`config.mk`:
```
export PLATFORM = sky130hd
export DESIGN_NAME = pwrup_strap_seq
export DESIGN_NICKNAME = d
export VERILOG_FILES = /design/src/rtl/pwrup_strap_pkg.sv /design/src/rtl/psl_sync.sv /design/src/rtl/psl_strap_capture.sv /design/src/rtl/psl_settle_timer.sv /design/src/rtl/pwrup_strap_seq.sv
export SDC_FILE = /design/constraint.sdc
export NUM_CORES = 1
export LEC_CHECK = 0
export BUFFER_PORTS_ARGS = -buffer_cell sky130_fd_sc_hd__buf_2
export CORE_ASPECT_RATIO = 0.8
export CORE_MARGIN = 4
export CORE_UTILIZATION = 25
export DETAILED_ROUTE_END_ITERATION = 16
export GPL_TIMING_DRIVEN = 0
export MAX_ROUTING_LAYER = met4
export SYNTH_ARGS = -nofsm -noshare
export SYNTH_HDL_FRONTEND = slang
export SYNTH_HIERARCHICAL = 1
export SYNTH_SLANG_ARGS = --single-unit
```
`constraint.sdc`:
```
create_clock -name clk -period 2.4 [get_ports clk]
set_clock_uncertainty 0.1 [all_clocks]
set_input_delay 0.48 -clock clk [delete_from_list [all_inputs] [get_ports clk]]
set_output_delay 0.48 -clock clk [all_outputs]
set_load 0.005 [all_outputs]
```
`src/rtl/pwrup_strap_pkg.sv`:
```
package pwrup_strap_pkg;

    typedef enum logic [1:0] {
        SEQ_TRISTATE = 2'd0,
        SEQ_LATCH    = 2'd1,
        SEQ_HOLD_LOW = 2'd2,
        SEQ_RUN      = 2'd3
    } seq_state_e;

    localparam int STRAP_MODE_IDX  = 0;
    localparam int STRAP_SEL48_IDX = 1;
    localparam int NUM_STRAPS_MIN  = 2;

    typedef struct packed {
        seq_state_e st;
    } seq_regs_t;

endpackage

```
`src/rtl/psl_sync.sv`:
```
module psl_sync #(
    parameter int STAGES = 2
) (
    input  logic clk,
    input  logic rst_n,
    input  logic din,
    output logic dout
);
    logic [STAGES-1:0] sync_d, sync_q;

    generate
        if (STAGES == 1) begin : g_one
            always_comb sync_d = din;
        end else begin : g_many
            always_comb sync_d = {sync_q[STAGES-2:0], din};
        end
    endgenerate

    always_ff @(posedge clk or negedge rst_n) begin
        if (!rst_n) sync_q <= '0;
        else        sync_q <= sync_d;
    end

    assign dout = sync_q[STAGES-1];
endmodule

```
`src/rtl/psl_strap_capture.sv`:
```
module psl_strap_capture #(
    parameter int NUM_STRAPS = 2
) (
    input  logic                  clk,
    input  logic                  rst_n,
    input  logic                  capture,
    input  logic [NUM_STRAPS-1:0] strap_drive,
    input  logic [NUM_STRAPS-1:0] strap_level,
    output logic [NUM_STRAPS-1:0] straps_q,
    output logic                  valid_q
);
    logic [NUM_STRAPS-1:0] pin_val;
    logic [NUM_STRAPS-1:0] straps_d;
    logic                  valid_d;

    // An open pin resolves to 1 through the modelled weak pull-up.
    generate
        for (genvar i = 0; i < NUM_STRAPS; i++) begin : g_pin
            assign pin_val[i] = strap_drive[i] ? strap_level[i] : 1'b1;
        end
    endgenerate

    // The sample is taken once per reset; valid_q locks out every later capture.
    always_comb begin
        straps_d = straps_q;
        valid_d  = valid_q;
        if (capture && !valid_q) begin
            straps_d = pin_val;
            valid_d  = 1'b1;
        end
    end

    always_ff @(posedge clk or negedge rst_n) begin
        if (!rst_n) begin
            straps_q <= '1;
            valid_q  <= 1'b0;
        end else begin
            straps_q <= straps_d;
            valid_q  <= valid_d;
        end
    end
endmodule

```
`src/rtl/psl_settle_timer.sv`:
```
module psl_settle_timer #(
    parameter int SETTLE_CYCLES = 42955
) (
    input  logic clk,
    input  logic rst_n,
    input  logic count_en,
    output logic expire
);
    localparam int CW = $clog2(SETTLE_CYCLES + 1);
    localparam logic [CW-1:0] LAST = CW'(SETTLE_CYCLES - 1);

    logic [CW-1:0] cnt_d, cnt_q;

    always_comb begin
        cnt_d = '0;
        if (count_en && cnt_q != LAST) cnt_d = cnt_q + 1'b1;
    end

    always_ff @(posedge clk or negedge rst_n) begin
        if (!rst_n) cnt_q <= '0;
        else        cnt_q <= cnt_d;
    end

    assign expire = count_en && (cnt_q == LAST);
endmodule

```
`src/rtl/pwrup_strap_seq.sv`:
```
module pwrup_strap_seq
    import pwrup_strap_pkg::*;
#(
    parameter int NUM_STRAPS    = 2,
    parameter int SYNC_STAGES   = 2,
    parameter int SETTLE_CYCLES = 42955
) (
    input  logic                  clk,
    input  logic                  rst_n,
    input  logic                  supply_good,
    input  logic [NUM_STRAPS-1:0] strap_drive,
    input  logic [NUM_STRAPS-1:0] strap_level,
    output logic                  straps_latched,
    output logic                  mode_latched,
    output logic                  sel48_latched,
    output logic                  strap_oe,
    output logic                  clk_oe,
    output logic                  clk_run,
    output logic                  stop_inputs_en,
    output logic                  pci_dual_oe,
    output logic                  shared_is_24,
    output logic [1:0]            seq_state
);
    logic                  sg_sync;
    logic                  capture;
    logic                  settle_done;
    logic [NUM_STRAPS-1:0] straps_q;
    logic                  valid_q;
    seq_regs_t             r_d, r_q;

    psl_sync #(.STAGES(SYNC_STAGES)) u_sync (
        .clk   (clk),
        .rst_n (rst_n),
        .din   (supply_good),
        .dout  (sg_sync)
    );

    psl_strap_capture #(.NUM_STRAPS(NUM_STRAPS)) u_cap (
        .clk         (clk),
        .rst_n       (rst_n),
        .capture     (capture),
        .strap_drive (strap_drive),
        .strap_level (strap_level),
        .straps_q    (straps_q),
        .valid_q     (valid_q)
    );

    psl_settle_timer #(.SETTLE_CYCLES(SETTLE_CYCLES)) u_timer (
        .clk      (clk),
        .rst_n    (rst_n),
        .count_en (r_q.st == SEQ_HOLD_LOW && sg_sync),
        .expire   (settle_done)
    );

    always_comb begin
        r_d     = r_q;
        capture = 1'b0;
        if (!sg_sync) begin
            r_d.st = SEQ_TRISTATE;
        end else begin
            unique case (r_q.st)
                SEQ_TRISTATE: r_d.st = valid_q ? SEQ_HOLD_LOW : SEQ_LATCH;
                SEQ_LATCH: begin
                    capture = 1'b1;
                    r_d.st  = SEQ_HOLD_LOW;
                end
                SEQ_HOLD_LOW: if (settle_done) r_d.st = SEQ_RUN;
                SEQ_RUN:      r_d.st = SEQ_RUN;
                default:      r_d.st = SEQ_TRISTATE;
            endcase
        end
    end

    always_ff @(posedge clk or negedge rst_n) begin
        if (!rst_n) r_q <= '{st: SEQ_TRISTATE};
        else        r_q <= r_d;
    end

    logic driven;
    assign driven         = (r_q.st == SEQ_HOLD_LOW) || (r_q.st == SEQ_RUN);
    assign straps_latched = valid_q;
    assign mode_latched   = straps_q[STRAP_MODE_IDX];
    assign sel48_latched  = straps_q[STRAP_SEL48_IDX];
    assign strap_oe       = driven;
    assign clk_oe         = driven;
    assign clk_run        = (r_q.st == SEQ_RUN);
    assign stop_inputs_en = valid_q && !straps_q[STRAP_MODE_IDX];
    assign pci_dual_oe    = driven && straps_q[STRAP_MODE_IDX];
    assign shared_is_24   = straps_q[STRAP_SEL48_IDX];
    assign seq_state      = r_q.st;
endmodule

```
==> impl_table.tex, run 1 <==
\begin{tabular}{lr}
\hline
Metric & Value \\
\hline
\multicolumn{2}{l}{\textbf{Placement}} \\
\quad Detailed-placement wirelength estimate & 1620 um \\
\quad Global placement routability congestion & 0.796 \\
\quad Pre-CTS setup slack & 0.514 ns \\
\quad \# port buffers & 17 \\
\multicolumn{2}{l}{\textbf{Global routing}} \\
\quad Total routing resource utilization after global routing & 7.83\% \\
\quad Number of antenna violations at the first check in global routing & 0 \\
\quad Total overflow reported by the global router & 0 \\
\quad Via count of the first global-routing pass & 838 \\
\quad Pin count of the biggest net entering global routing & 24 \\
\quad Wire length of the first global-routing pass & 3730 um \\
\multicolumn{2}{l}{\textbf{CTS}} \\
\quad Clock transition time at the flip-flop clock pins of the worst setup and hold paths & 0.08 ns \\
\quad Clock tree from TritonCTS & done \\
\quad Cts bufs inserted & 3 \\
\quad CTS H-Tree Depth & 1 \\
\quad Number of sinks handled by clock tree synthesis & 23 \\
\quad Resize count post-CTS & 0 \\
\quad Clock tree root driver cell & clkbuf\_8 \\
\quad Total setup buffers inserted after CTS & 0 \\
\quad Number of buffers on the longest clock path & 2 \\
\quad Count of hold buffers inserted by post-cts repair & 0 \\
\quad Clock latency of the later-clocked register in the worst-skew pair & 0.26 ns \\
\multicolumn{2}{l}{\textbf{Pwr}} \\
\quad Fraction of power consumed by the clock network & 26.8\% \\
\quad Power share of the sequential group & 53.7\% \\
\quad Switching part of the total & 25.1\% \\
\quad Internal power component & 0.653 mW \\
\quad Switching component of the power & 0.219 mW \\
\quad Pwr/cell area & 639 mW/mm\^{}2 \\
\quad Worst ir drop on vdd & 0.274 mV \\
\quad LEAKAGE & 0.559 nW \\
\quad Post-layout total power & 0.872 mW \\
\quad Combinational Power Share & 19.5\% \\
\multicolumn{2}{l}{\textbf{Flow run}} \\
\quad Max-capacitance violation count & 0 \\
\multicolumn{2}{l}{\textbf{STA}} \\
\quad Slew Limit Headroom & 67.7\% \\
\quad Final-report max-slew violation count & 0 \\
\quad Highest clock frequency the design can meet & 0.531 GHz \\
\quad Setup violators final & 0 \\
\quad Final hold violation count & 0 \\
\quad Fin crit share & 78.5\% \\
\quad RSZ-0062 raised after global routing & false \\
\quad Total negative slack for setup checks & 0 ns \\
\quad Worst-case setup margin in the final layout & 0.515 ns \\
\quad Worst Hold Slack & 0.0718 ns \\
\quad Transition time of the tightest slew-check pin & 0.485 ns \\
\quad Final critical delay including setup and external delays & 1.88 ns \\
\multicolumn{2}{l}{\textbf{Synthesis}} \\
\quad Cell area after synthesis & 0.00116 sq mm \\
\quad Top\_reg\_cell synth & dfrtp\_1 \\
\quad Proportion of synthesized flip-flops having asynchronous set or reset & 100\% \\
\quad Share of the yosys chip area belonging to registers & 49.7\% \\
\quad Nets in the synthesized netlist & 120 \\
\quad Post-synthesis cell type count & 37 \\
\quad Total number of yosys warnings & 6 \\
\quad Count of flip-flops with a built-in enable after synthesis & 0 \\
\quad Syn avg cell area & 10.5 sq um \\
\quad Flop and latch count out of synthesis & 23 \\
\quad Syn Inst Count & 111 \\
\multicolumn{2}{l}{\textbf{Floorplan}} \\
\quad Starting density of the core & 26.8\% \\
\quad Vertical die dimension & 69.0 um \\
\quad Number of rows in the core area & 21 \\
\quad Total Die Area & 0.00582 sq mm \\
\quad Chip Width & 84.3 um \\
\quad Number of top-level pins & 18 \\
\quad Placeable Area & 0.00434 sq mm \\
\multicolumn{2}{l}{\textbf{Detailed routing}} \\
\quad Number of remaining DRC errors & 0 \\
\quad Routed wire length & 2070 um \\
\quad Violation count after the first detailed-route iteration & 88 \\
\quad Vias per std cell & 4.54 \\
\quad Via count of the routed design & 859 \\
\quad 1st-pass router iterations & 4 \\
\quad Antenna Violating Nets Remaining & 0 \\
\quad Average wire per cell in the routed design & 11.0 um \\
\multicolumn{2}{l}{\textbf{Final layout}} \\
\quad Utilization after layout & 31.5\% \\
\quad Layout cells sized above 1 & 28.8\% \\
\quad Post-layout nets & 142 \\
\quad P\&R area growth vs syn & 17.3\% \\
\quad Antenna cell count & 0 \\
\multicolumn{2}{l}{\textbf{Setup path}} \\
\quad Slowest stage cell on the critical path & dfrtp\_1 \\
\quad Worst-path fanout max & 10 \\
\quad Delay contributed by the slowest stage of the critical path & 0.45 ns \\
\quad Category of the most critical setup path & reg -> reg \\
\quad Crit path arrival time & 1.93 ns \\
\quad Endpoint type of the worst setup path & register \\
\quad Required time reported for the critical path endpoint & 2.44 ns \\
\quad Chain of cells forming the critical path & inv\_1 -> ha\_1 -> nor4bb\_1 -> nand4\_1 -> nand2\_1 -> buf\_2 -> nor2\_1 \\
\quad Worst Setup Start Kind & register \\
\multicolumn{2}{l}{\textbf{Hold path}} \\
\quad Min-Delay Path Class & in -> async \\
\multicolumn{2}{l}{\textbf{Status}} \\
\quad Status & complete, no violations \\
\hline
\end{tabular}
## registers in the layout, summed over array words and instances, names as in the netlist
register	cells
seq_state	2
u_cap/straps_q	2
u_cap/valid_q	1
u_sync/sync_q	2
u_timer/cnt_q	16
## layout make-up
class	count	area (sq um)
plain buffers	5	31.3
clock buffers	4	45.0
flip-flops and latches	23	578
well taps	57	71.3
multi-input cells	81	547
repair buffers	17	85.1
inverters	2	7.51
fillers	439	2970
## per-layer routing
| layer | wire (um) | part of all wire (%) | GRT usage (%) | vias to the layer above |
|---|---|---|---|---|
| li1 | - | - | - | 422 |
| met1 | 1020 | 49 | 10.2 | 425 |
| met2 | 982 | 47 | 11.9 | 10 |
| met3 | 41 | 2.0 | 2.14 | 2 |
| met4 | 25 | 1.2 | 2.14 | 0 |
| met5 | 0 | 0 | - | - |
## power by group through the flow
stage | registers, mW | logic, mW | clock network, mW
final | 0.468 | 0.170 | 0.233
after global routing | 0.479 | 0.189 | 0.261
after CTS | 0.470 | 0.175 | 0.238
after detailed placement | 0.477 | 0.174 | 0
after global placement | 0.475 | 0.171 | 0
after floorplan | 0.476 | 0.0910 | 0
## synthesized netlist by cell type, types with 2 or more instances
| master | instances | area (sq um) |
|---|---|---|
| dfrtp_1 | 21 | 526 |
| nor2_1 | 17 | 63.8 |
| nand2_1 | 6 | 22.5 |
| nand3_1 | 6 | 30.0 |
| xnor2_1 | 6 | 52.6 |
| xor2_1 | 6 | 52.6 |
| nand4_1 | 5 | 31.3 |
| buf_4 | 3 | 22.5 |
| nor3_1 | 3 | 15.0 |
| a21oi_1 | 2 | 10.0 |
| and2_1 | 2 | 12.5 |
| and2_2 | 2 | 15.0 |
| dfstp_2 | 2 | 52.6 |
| ha_1 | 2 | 25.0 |
| inv_1 | 2 | 7.51 |
| mux2_4 | 2 | 30.0 |
| nand2b_1 | 2 | 12.5 |
| nor4bb_1 | 2 | 20.0 |
| o21ai_0 | 2 | 10.0 |
## worst max-delay path: cells and delay by family (launching register included)
family        cells  cell delay (ns)
fa+ha+maj         1             0.16
buf+inv           2             0.35
flops             1             0.45
simple gates      4             0.71
## layout by cell type, fill, tap and decap left out, types with 2 or more instances in the layout
cell,count
dfrtp_1,21
buf_2,18
nor2_1,17
nand2_1,6
nand3_1,6
xnor2_1,6
xor2_1,6
nand4_1,5
buf_4,3
clkbuf_8,3
nor3_1,3
and2_2,2
clkbuf_1,2
o21ai_0,2
and2_1,2
nand2b_1,2
mux2_4,2
dfstp_2,2
nor4bb_1,2
a21oi_1,2
inv_1,2
ha_1,2
## worst paths after layout
kind | startpoint | end | slack (ns) | cells past startpoint
worst min register to register | u_sync/sync_q[0] | u_sync/sync_q[1] | 0.26 | 0
max in group asynchronous | rst_n | u_cap/straps_q[0] | 1.77 | 1
worst min-delay path | rst_n | u_timer/cnt_q[4] | 0.07 | 1
min in group clk | supply_good | u_sync/sync_q[0] | 0.23 | 1
worst max register to register | u_timer/cnt_q[0] | u_timer/cnt_q[7] | 0.52 | 7
worst max-delay path | u_timer/cnt_q[0] | u_timer/cnt_q[7] | 0.52 | 7
## metrics by stage
step	area [sq um]	instances
2_1_floorplan	1160	111
3_3_place_gp	1320	185
3_5_place_dp	1320	185
4_1_cts	1370	189
5_1_grt	1370	189
6_report	1370	189
## kinds of logic (layout without fill, tap and decap cells)
| logic type | after synthesis | after routing | synth area share, % |
|---|---|---|---|
| compound gates | 6 | 6 | 3.01 |
| xor+xnor | 12 | 12 | 9.03 |
| fa+ha+maj | 2 | 2 | 2.15 |
| buf+inv | 7 | 28 | 3.33 |
| flops | 23 | 23 | 49.7 |
| mux | 2 | 2 | 2.58 |
| simple gates | 59 | 59 | 30.2 |
Note: power is estimated with default switching activity, not from simulation.
==> inputs of run 2 (changes only) <==
Clock period 2.4 ns to 1.9 ns, I/O delays scaled along.
==> run 2 against run 1 <==
Effect of this change:
- setup slack worse by 0.32 ns
- worst hold slack better by 0.059 ns
- final cell count is 1.6% higher
- wire length is 1.8% higher
- maximum frequency is 10% higher
- global-route usage stayed put
- via count is 0.12% higher
- flip-flop and latch count stayed put
- clock power is 26% higher
- critical path type unchanged
- die area stayed put
- first-iteration DRC count is 20% lower
==> impl_table.tex, run 2 (synthesized netlist as in run 1, its figures left out) <==
\begin{tabular}{lr}
\hline
Metric & Value \\
\hline
\multicolumn{2}{l}{\textbf{STA}} \\
\quad Worst Hold Slack & 0.131 ns (+0.0588 ns) \\
\quad Transition time of the tightest slew-check pin & 0.487 ns (+0.00171 ns) \\
\quad Highest clock frequency the design can meet & 0.586 GHz (+10\%) \\
\quad Worst-case setup margin in the final layout & 0.192 ns (-0.323 ns) \\
\quad Final critical delay including setup and external delays & 1.71 ns (-0.177 ns) \\
\quad Fin crit share & 89.9\% (+11 points) \\
\quad Slew Limit Headroom & 67.6\% (-0.11 points) \\
\quad Final hold violation count & 0 (unchanged) \\
\quad Setup violators final & 0 (unchanged) \\
\quad Final-report max-slew violation count & 0 (unchanged) \\
\multicolumn{2}{l}{\textbf{CTS}} \\
\quad Clock tree from TritonCTS & done \\
\quad Number of sinks handled by clock tree synthesis & 23 (unchanged) \\
\quad Clock tree root driver cell & clkbuf\_8 \\
\quad CTS H-Tree Depth & 1 (unchanged) \\
\quad Cts bufs inserted & 3 (unchanged) \\
\quad Clock latency of the later-clocked register in the worst-skew pair & 0.26 ns (about the same) \\
\quad Clock transition time at the flip-flop clock pins of the worst setup and hold paths & 0.08 ns (about the same) \\
\quad Number of buffers on the longest clock path & 2 (unchanged) \\
\multicolumn{2}{l}{\textbf{Global routing}} \\
\quad Total routing resource utilization after global routing & 7.83\% (unchanged) \\
\quad Number of antenna violations at the first check in global routing & 0 (unchanged) \\
\quad Pin count of the biggest net entering global routing & 24 (unchanged) \\
\quad Total overflow reported by the global router & 0 (unchanged) \\
\quad Via count of the first global-routing pass & 840 (+0.24\%) \\
\quad Wire length of the first global-routing pass & 3730 um (unchanged) \\
\multicolumn{2}{l}{\textbf{Detailed routing}} \\
\quad Antenna Violating Nets Remaining & 0 (unchanged) \\
\quad Routed wire length & 2110 um (+1.8\%) \\
\quad Average wire per cell in the routed design & 11.0 um (+0.20\%) \\
\quad Via count of the routed design & 860 (+0.12\%) \\
\quad Vias per std cell & 4.48 (-1.4\%) \\
\quad 1st-pass router iterations & 4 (unchanged) \\
\quad Number of remaining DRC errors & 0 (unchanged) \\
\quad Violation count after the first detailed-route iteration & 70 (-20\%) \\
\multicolumn{2}{l}{\textbf{Status}} \\
\quad Status & complete, no violations \\
\multicolumn{2}{l}{\textbf{Final layout}} \\
\quad Total area of sequential cells & 578 sq um (unchanged) \\
\quad Utilization after layout & 32.2\% (+0.69 points) \\
\quad P\&R area growth vs syn & 19.9\% \\
\quad Most frequent cells in the layout & dfrtp\_1, nor2\_1, buf\_2 \\
\quad Number of filler cells placed in the layout & 437 (-0.46\%) \\
\quad Post-layout nets & 145 (+2.1\%) \\
\quad Register bank with the most flops & u\_timer/cnt\_q \\
\quad Most common cell after layout, fill and taps aside & dfrtp\_1 \\
\quad Antenna cell count & 0 (unchanged) \\
\quad Layout cells sized above 1 & 30.4\% (+1.6 points) \\
\quad Largest register FFs & 16 (unchanged) \\
\quad Combined area of the multi-input logic cells & 549 sq um (+0.46\%) \\
\multicolumn{2}{l}{\textbf{Floorplan}} \\
\quad Total Die Area & 0.00582 sq mm (unchanged) \\
\quad Number of top-level pins & 18 (unchanged) \\
\quad Starting density of the core & 26.8\% (unchanged) \\
\quad Number of rows in the core area & 21 (unchanged) \\
\quad Placeable Area & 0.00434 sq mm (unchanged) \\
\quad Chip Width & 84.3 um (unchanged) \\
\quad Vertical die dimension & 69.0 um (unchanged) \\
\multicolumn{2}{l}{\textbf{Setup path}} \\
\quad Required time reported for the critical path endpoint & 1.98 ns (-0.46 ns) \\
\quad Worst Setup Start Kind & register \\
\quad Worst-path fanout max & 7 (-3) \\
\quad Category of the most critical setup path & reg -> reg \\
\quad Endpoint type of the worst setup path & register \\
\quad Crit path arrival time & 1.79 ns (-0.14 ns) \\
\quad Worst Reg2Reg Path Length in Cells & 4 (-3) \\
\multicolumn{2}{l}{\textbf{Pwr}} \\
\quad Fraction of power consumed by the clock network & 26.4\% (-0.4 points) \\
\quad Internal power component & 0.834 mW (+28\%) \\
\quad Worst ir drop on vdd & 0.349 mV (+27\%) \\
\quad Switching part of the total & 25.1\% (-0.047 points) \\
\quad Power share of the sequential group & 53.2\% (-0.5 points) \\
\quad LEAKAGE & 0.573 nW (+2.6\%) \\
\quad Switching component of the power & 0.279 mW (+27\%) \\
\quad Pwr/cell area & 798 mW/mm\^{}2 (+25\%) \\
\quad Combinational Power Share & 20.4\% (+0.9 points) \\
\multicolumn{2}{l}{\textbf{Placement}} \\
\quad Pre-CTS setup slack & 0.0144 ns (-0.500 ns) \\
\quad Detailed-placement wirelength estimate & 1620 um (unchanged) \\
\quad \# port buffers & 17 (unchanged) \\
\quad Global placement routability congestion & 0.796 (unchanged) \\
\multicolumn{2}{l}{\textbf{Hold path}} \\
\quad Cell depth of the worst min-delay path & 1 \\
\quad Min-Delay Path Class & in -> reg \\
\multicolumn{2}{l}{\textbf{Flow run}} \\
\quad Max-capacitance violation count & 0 (unchanged) \\
\hline
\end{tabular}
==> run 2: layout make-up <==
type                    instances  area share, %
plain buffers                   5           2.42
clock buffers                   4           3.23
inverters                       2          0.538
multi-input cells              81           39.4
flip-flops and latches         23           41.4
well taps                      57           5.11
repair buffers                 20           7.89
==> run 2: final timing paths <==
kind / start / to / slack [ns]
max: u_timer/cnt_q[3] / u_timer/cnt_q[15] / 0.19
min: supply_good / u_sync/sync_q[0] / 0.13
max reg2reg: u_timer/cnt_q[3] / u_timer/cnt_q[15] / 0.19
min reg2reg: u_sync/sync_q[0] / u_sync/sync_q[1] / 0.26
max in group asynchronous: rst_n / u_cap/straps_q[0] / 0.84
min in group asynchronous: rst_n / u_timer/cnt_q[4] / 0.51
==> run 2: metrics by stage <==
step / cells / TNS, ns / power, mW / cell area [sq um]
floorplan: 111 / 0 / 0.716 / 1160
global placement: 185 / 0 / 0.816 / 1320
detailed placement: 185 / 0 / 0.823 / 1320
CTS: 190 / 0 / 1.12 / 1380
global route: 192 / -0.0181 / 1.19 / 1400
finish: 192 / 0 / 1.11 / 1400
==> run 2: timing repair <==
item	CTS	global route
hold endpoints to repair	21	0
setup endpoints to repair	0	10
resized for setup	0	2
hold buffers	1	0
setup buffers	0	2
==> run 2: critical path, stage by stage (launching register included) <==
cell and delay (ns):
dfrtp_1 0.48, nand4_2 0.16, or2_4 0.28, or4_1 0.47
a21oi_1 0.15
==> run 2: power by group through the flow <==
stage / Clock, mW / Combinational, mW / Sequential, mW
floorplan: 0 / 0.115 / 0.601
global placement: 0 / 0.216 / 0.600
detailed placement: 0 / 0.220 / 0.603
CTS: 0.301 / 0.223 / 0.593
global route: 0.329 / 0.252 / 0.606
finish: 0.294 / 0.227 / 0.592
==> run 2: per-layer routing <==
layer | vias up | track usage (%) | share of wire, %
li1 | 429 | - | -
met3 | 2 | 2.14 | 1.7
met4 | 0 | 2.14 | 1.2
met2 | 6 | 11.9 | 48
met1 | 423 | 10.2 | 49
met5 | - | - | 0
==> inputs of run 3 (changes only) <==
--- a/config.mk
+++ b/config.mk
@@ -13,6 +13,4 @@
 export GPL_TIMING_DRIVEN = 0
-export MAX_ROUTING_LAYER = met4
 export SYNTH_ARGS = -nofsm -noshare
 export SYNTH_HDL_FRONTEND = slang
-export SYNTH_HIERARCHICAL = 1
 export SYNTH_SLANG_ARGS = --single-unit
==> constraint.sdc (replaced) <==
create_clock -name clk -period 1.9 [get_ports clk]
set_clock_uncertainty 0.1 [all_clocks]
set_input_delay 0.285 -clock clk [delete_from_list [all_inputs] [get_ports clk]]
set_output_delay 0.285 -clock clk [all_outputs]
set_load 0.005 [all_outputs]
==> run 3 against run 2 <==
Effect of this change:
- worst hold slack got worse by 0.10 ns
- via count fell by 7.9%
- register-to-register slack better by 0.02 ns
- setup slack improved by 0.022 ns
- non-clock buffer count grew 1
- cell area fell by 3.9%
- first-iteration DRC count shrank 26%
- final cell count fell by 3.1%
- highest routed layer unchanged
==> impl_table.tex, run 3 <==
\begin{tabular}{lr}
\hline
Metric & Value \\
\hline
\multicolumn{2}{l}{\textbf{Synthesis}} \\
\quad Synth top cells by count & dfrtp\_1, nor2\_1, xor2\_1 \\
\quad Total number of yosys warnings & 0 (-6) \\
\quad Count of flip-flops with a built-in enable after synthesis & 0 (unchanged) \\
\quad Cell area after synthesis & 0.00112 sq mm (-3.5\%) \\
\quad Flop and latch count out of synthesis & 23 (unchanged) \\
\quad Nets in the synthesized netlist & 115 (-4.2\%) \\
\quad Top\_reg\_cell synth & dfrtp\_1 \\
\quad Share of the yosys chip area belonging to registers & 51.5\% (+1.8 points) \\
\quad Syn Inst Count & 106 (-4.5\%) \\
\quad Area fraction of the dominant cell type after synthesis & 46.8\% (+1.7 points) \\
\quad Syn avg cell area & 10.6 sq um (+1.0\%) \\
\quad Cell types occupying the most area after synthesis & dfrtp\_1, xor2\_1, nor2\_1, dfstp\_2, nand4\_1 \\
\quad Cell taking the most area after synthesis & dfrtp\_1 \\
\quad Proportion of synthesized flip-flops having asynchronous set or reset & 100\% (unchanged) \\
\quad Post-synthesis cell type count & 28 (-24\%) \\
\quad Library cell with the highest instance count after synthesis & dfrtp\_1 \\
\multicolumn{2}{l}{\textbf{Hold path}} \\
\quad Terminating pin of the worst hold path & u\_sync.sync\_q[0] \\
\quad Startpoint of the tightest hold check path & supply\_good \\
\quad Min-Delay Path Class & in -> reg \\
\quad Cell depth of the worst min-delay path & 1 (unchanged) \\
\multicolumn{2}{l}{\textbf{Pwr}} \\
\quad Pwr/cell area & 791 mW/mm\^{}2 (-0.95\%) \\
\quad Internal power component & 0.787 mW (-5.7\%) \\
\quad Switching part of the total & 25.8\% (+0.74 points) \\
\quad Combinational Power Share & 17.2\% (-3.2 points) \\
\quad Worst ir drop on vdd & 0.232 mV (-33\%) \\
\quad Switching component of the power & 0.274 mW (-2.0\%) \\
\quad Power share of the sequential group & 54.4\% (+1.2 points) \\
\quad Post-layout total power & 1.06 mW (-4.8\%) \\
\quad Fraction of power consumed by the clock network & 28.4\% (+2.0 points) \\
\quad LEAKAGE & 0.620 nW (+8.1\%) \\
\multicolumn{2}{l}{\textbf{Final layout}} \\
\quad Antenna cell count & 0 (unchanged) \\
\quad P\&R area growth vs syn & 19.5\% \\
\quad Post-layout nets & 139 (-4.1\%) \\
\quad Largest register FFs & 16 (unchanged) \\
\quad Final non-filler cell area & 0.00134 sq mm (-3.9\%) \\
\quad Register bank with the most flops & u\_timer.cnt\_q \\
\quad Most common cell after layout, fill and taps aside & dfrtp\_1 \\
\quad Utilization after layout & 31.5\% (-0.67 points) \\
\quad Most frequent cells in the layout & dfrtp\_1, nor2\_1, buf\_2, xor2\_1, nand4\_1 \\
\quad Layout cells sized above 1 & 26.4\% (-4.0 points) \\
\multicolumn{2}{l}{\textbf{Setup path}} \\
\quad Critical register-to-register path startpoint & u\_timer.cnt\_q[0] \\
\quad Worst Setup Start Kind & register \\
\quad Crit path arrival time & 1.74 ns (-0.05 ns) \\
\quad Worst-path fanout max & 6 (-1) \\
\quad Category of the most critical setup path & reg -> reg \\
\quad Worst R2R Setup Slack & 0.21 ns (+0.02 ns) \\
\quad Required time reported for the critical path endpoint & 1.96 ns (-0.02 ns) \\
\quad Endpoint type of the worst setup path & register \\
\quad Reg2Reg Capture Point & u\_timer.cnt\_q[6] \\
\quad Worst Reg2Reg Path Length in Cells & 7 (+3) \\
\multicolumn{2}{l}{\textbf{STA}} \\
\quad RSZ-0062 raised after global routing & false \\
\quad Highest clock frequency the design can meet & 0.593 GHz (+1.3\%) \\
\quad Setup violators final & 0 (unchanged) \\
\quad Worst Hold Slack & 0.0287 ns (-0.102 ns) \\
\quad Fin crit share & 88.7\% (-1.2 points) \\
\quad Final-report max-slew violation count & 0 (unchanged) \\
\quad Transition time of the tightest slew-check pin & 0.527 ns (+0.0403 ns) \\
\quad Slew Limit Headroom & 64.9\% (-2.7 points) \\
\quad Final hold violation count & 0 (unchanged) \\
\quad Final critical delay including setup and external delays & 1.69 ns (-0.0221 ns) \\
\quad Total negative slack for setup checks & 0 ns (unchanged) \\
\multicolumn{2}{l}{\textbf{Global routing}} \\
\quad Via count of the first global-routing pass & 833 (-0.83\%) \\
\quad Pin count of the biggest net entering global routing & 24 (unchanged) \\
\quad Wire length of the first global-routing pass & 3560 um (-4.6\%) \\
\quad Total routing resource utilization after global routing & 7.84\% (+0.0084 points) \\
\quad Total overflow reported by the global router & 0 (unchanged) \\
\quad Number of antenna violations at the first check in global routing & 0 (unchanged) \\
\multicolumn{2}{l}{\textbf{Floorplan}} \\
\quad Vertical die dimension & 67.9 um (-1.6\%) \\
\quad Number of rows in the core area & 21 (unchanged) \\
\quad Number of top-level pins & 18 (unchanged) \\
\quad Placeable Area & 0.00426 sq mm (-1.8\%) \\
\quad Starting density of the core & 26.4\% (-0.47 points) \\
\quad Total Die Area & 0.00563 sq mm (-3.2\%) \\
\quad Chip Width & 82.9 um (-1.6\%) \\
\multicolumn{2}{l}{\textbf{Placement}} \\
\quad Placement Cell Area & 0.00128 sq mm (-3.1\%) \\
\quad \# port buffers & 17 (unchanged) \\
\quad Detailed-placement wirelength estimate & 1600 um (-1.1\%) \\
\quad Global placement routability congestion & 0.822 (+3.3\%) \\
\multicolumn{2}{l}{\textbf{Detailed routing}} \\
\quad Average wire per cell in the routed design & 11.8 um (+7.6\%) \\
\quad 1st-pass router iterations & 4 (unchanged) \\
\quad Violation count after the first detailed-route iteration & 52 (-26\%) \\
\quad Antenna Violating Nets Remaining & 0 (unchanged) \\
\quad Number of remaining DRC errors & 0 (unchanged) \\
\quad Via count of the routed design & 792 (-7.9\%) \\
\quad Vias per std cell & 4.26 (-4.9\%) \\
\quad Routed wire length & 2200 um (+4.2\%) \\
\multicolumn{2}{l}{\textbf{CTS}} \\
\quad Clock tree from TritonCTS & done \\
\quad Clock tree root driver cell & clkbuf\_8 \\
\quad Clock latency of the later-clocked register in the worst-skew pair & 0.26 ns (about the same) \\
\quad Number of sinks handled by clock tree synthesis & 23 (unchanged) \\
\quad Resize count post-CTS & 0 (unchanged) \\
\quad CTS H-Tree Depth & 1 (unchanged) \\
\quad Number of buffers on the longest clock path & 2 (unchanged) \\
\quad Cts bufs inserted & 3 (unchanged) \\
\quad Clock transition time at the flip-flop clock pins of the worst setup and hold paths & 0.08 ns (about the same) \\
\multicolumn{2}{l}{\textbf{Status}} \\
\quad Status & complete, no violations \\
\multicolumn{2}{l}{\textbf{Flow run}} \\
\quad Max-capacitance violation count & 0 (unchanged) \\
\hline
\end{tabular}
[run 3: cell types whose count changed after synthesis, moves of 3 or more]
cell / delta
xor2_1: +7
xnor2_1: -5
nor2_1: +3
nand4_1: +3
[run 3: final cells by class]
class                      instances  area [sq um]
multi-input combinational         73           480
sequential                        23           578
buffer                             7          52.6
fill                             441          2920
tap                               57          71.3
timing repair buffer              19           103
clock buffer                       4          45.0
inverter                           3          11.3
[run 3: cells by family after synthesis]
| logic type | Yosys count | share of synthesized area (%) |
|---|---|---|
| flip-flops | 23 | 51.5 |
| XOR/XNOR | 14 | 10.9 |
| AND/OR/NAND/NOR | 52 | 25.4 |
| adder cells (fa/ha/maj) | 2 | 2.23 |
| buffers and inverters | 10 | 5.69 |
| AO/OA/AOI/OAI | 5 | 4.24 |
[run 3: worst max path at each step]
stage	startpoint	end	slack (ns)	cells after the start
3_3_place_gp	u_timer.cnt_q[0]	u_timer.cnt_q[13]	0.16	7
2_1_floorplan	u_timer.cnt_q[0]	u_timer.cnt_q[10]	0.32	7
4_1_cts	u_timer.cnt_q[0]	u_timer.cnt_q[8]	0.11	7
3_5_place_dp	u_timer.cnt_q[0]	u_timer.cnt_q[8]	0.13	7
6_report	u_timer.cnt_q[0]	u_timer.cnt_q[6]	0.21	7
5_1_grt	u_timer.cnt_q[0]	u_timer.cnt_q[9]	0.07	7
[run 3: power by group through the flow]
stage          clock network (mW)  logic, mW  registers [mW]
2_1_floorplan                   0     0.0911           0.585
3_3_place_gp                    0      0.178           0.583
3_5_place_dp                    0      0.183           0.587
4_1_cts                     0.320      0.185           0.577
5_1_grt                     0.332      0.210           0.586
6_report                    0.301      0.182           0.577
[run 3: routing by layer]
layer  global-route usage [%]  up-vias  share of wire (%)
li1                         -      398                  -
met1                     8.25      386                 44
met2                     15.5        6                 54
met3                     1.68        2                1.2
met4                     3.27        0               0.77
met5                        0        -                  0
[run 3: per-stage QoR]
step | setup WS [ns] | std cells
CTS | 0.112 | 185
floorplan | 0.317 | 106
detailed placement | 0.129 | 180
finish | 0.214 | 186
global placement | 0.158 | 180
global route | 0.0684 | 186
[run 3: critical path: stages (launching register included)]
cell and delay [ns]:
dfrtp_1 0.42, inv_1 0.07, ha_1 0.13, nor4b_1 0.22, nand4_1 0.19, o21ai_4 0.22, buf_4 0.17, nor2_1 0.05
[run 3: timing repair]
action | CTS | global route
endpoints found under the setup margin | 0 | 10
endpoints found under the hold margin | 21 | 0
hold buffers | 1 | 0
buffers inserted | 0 | 1
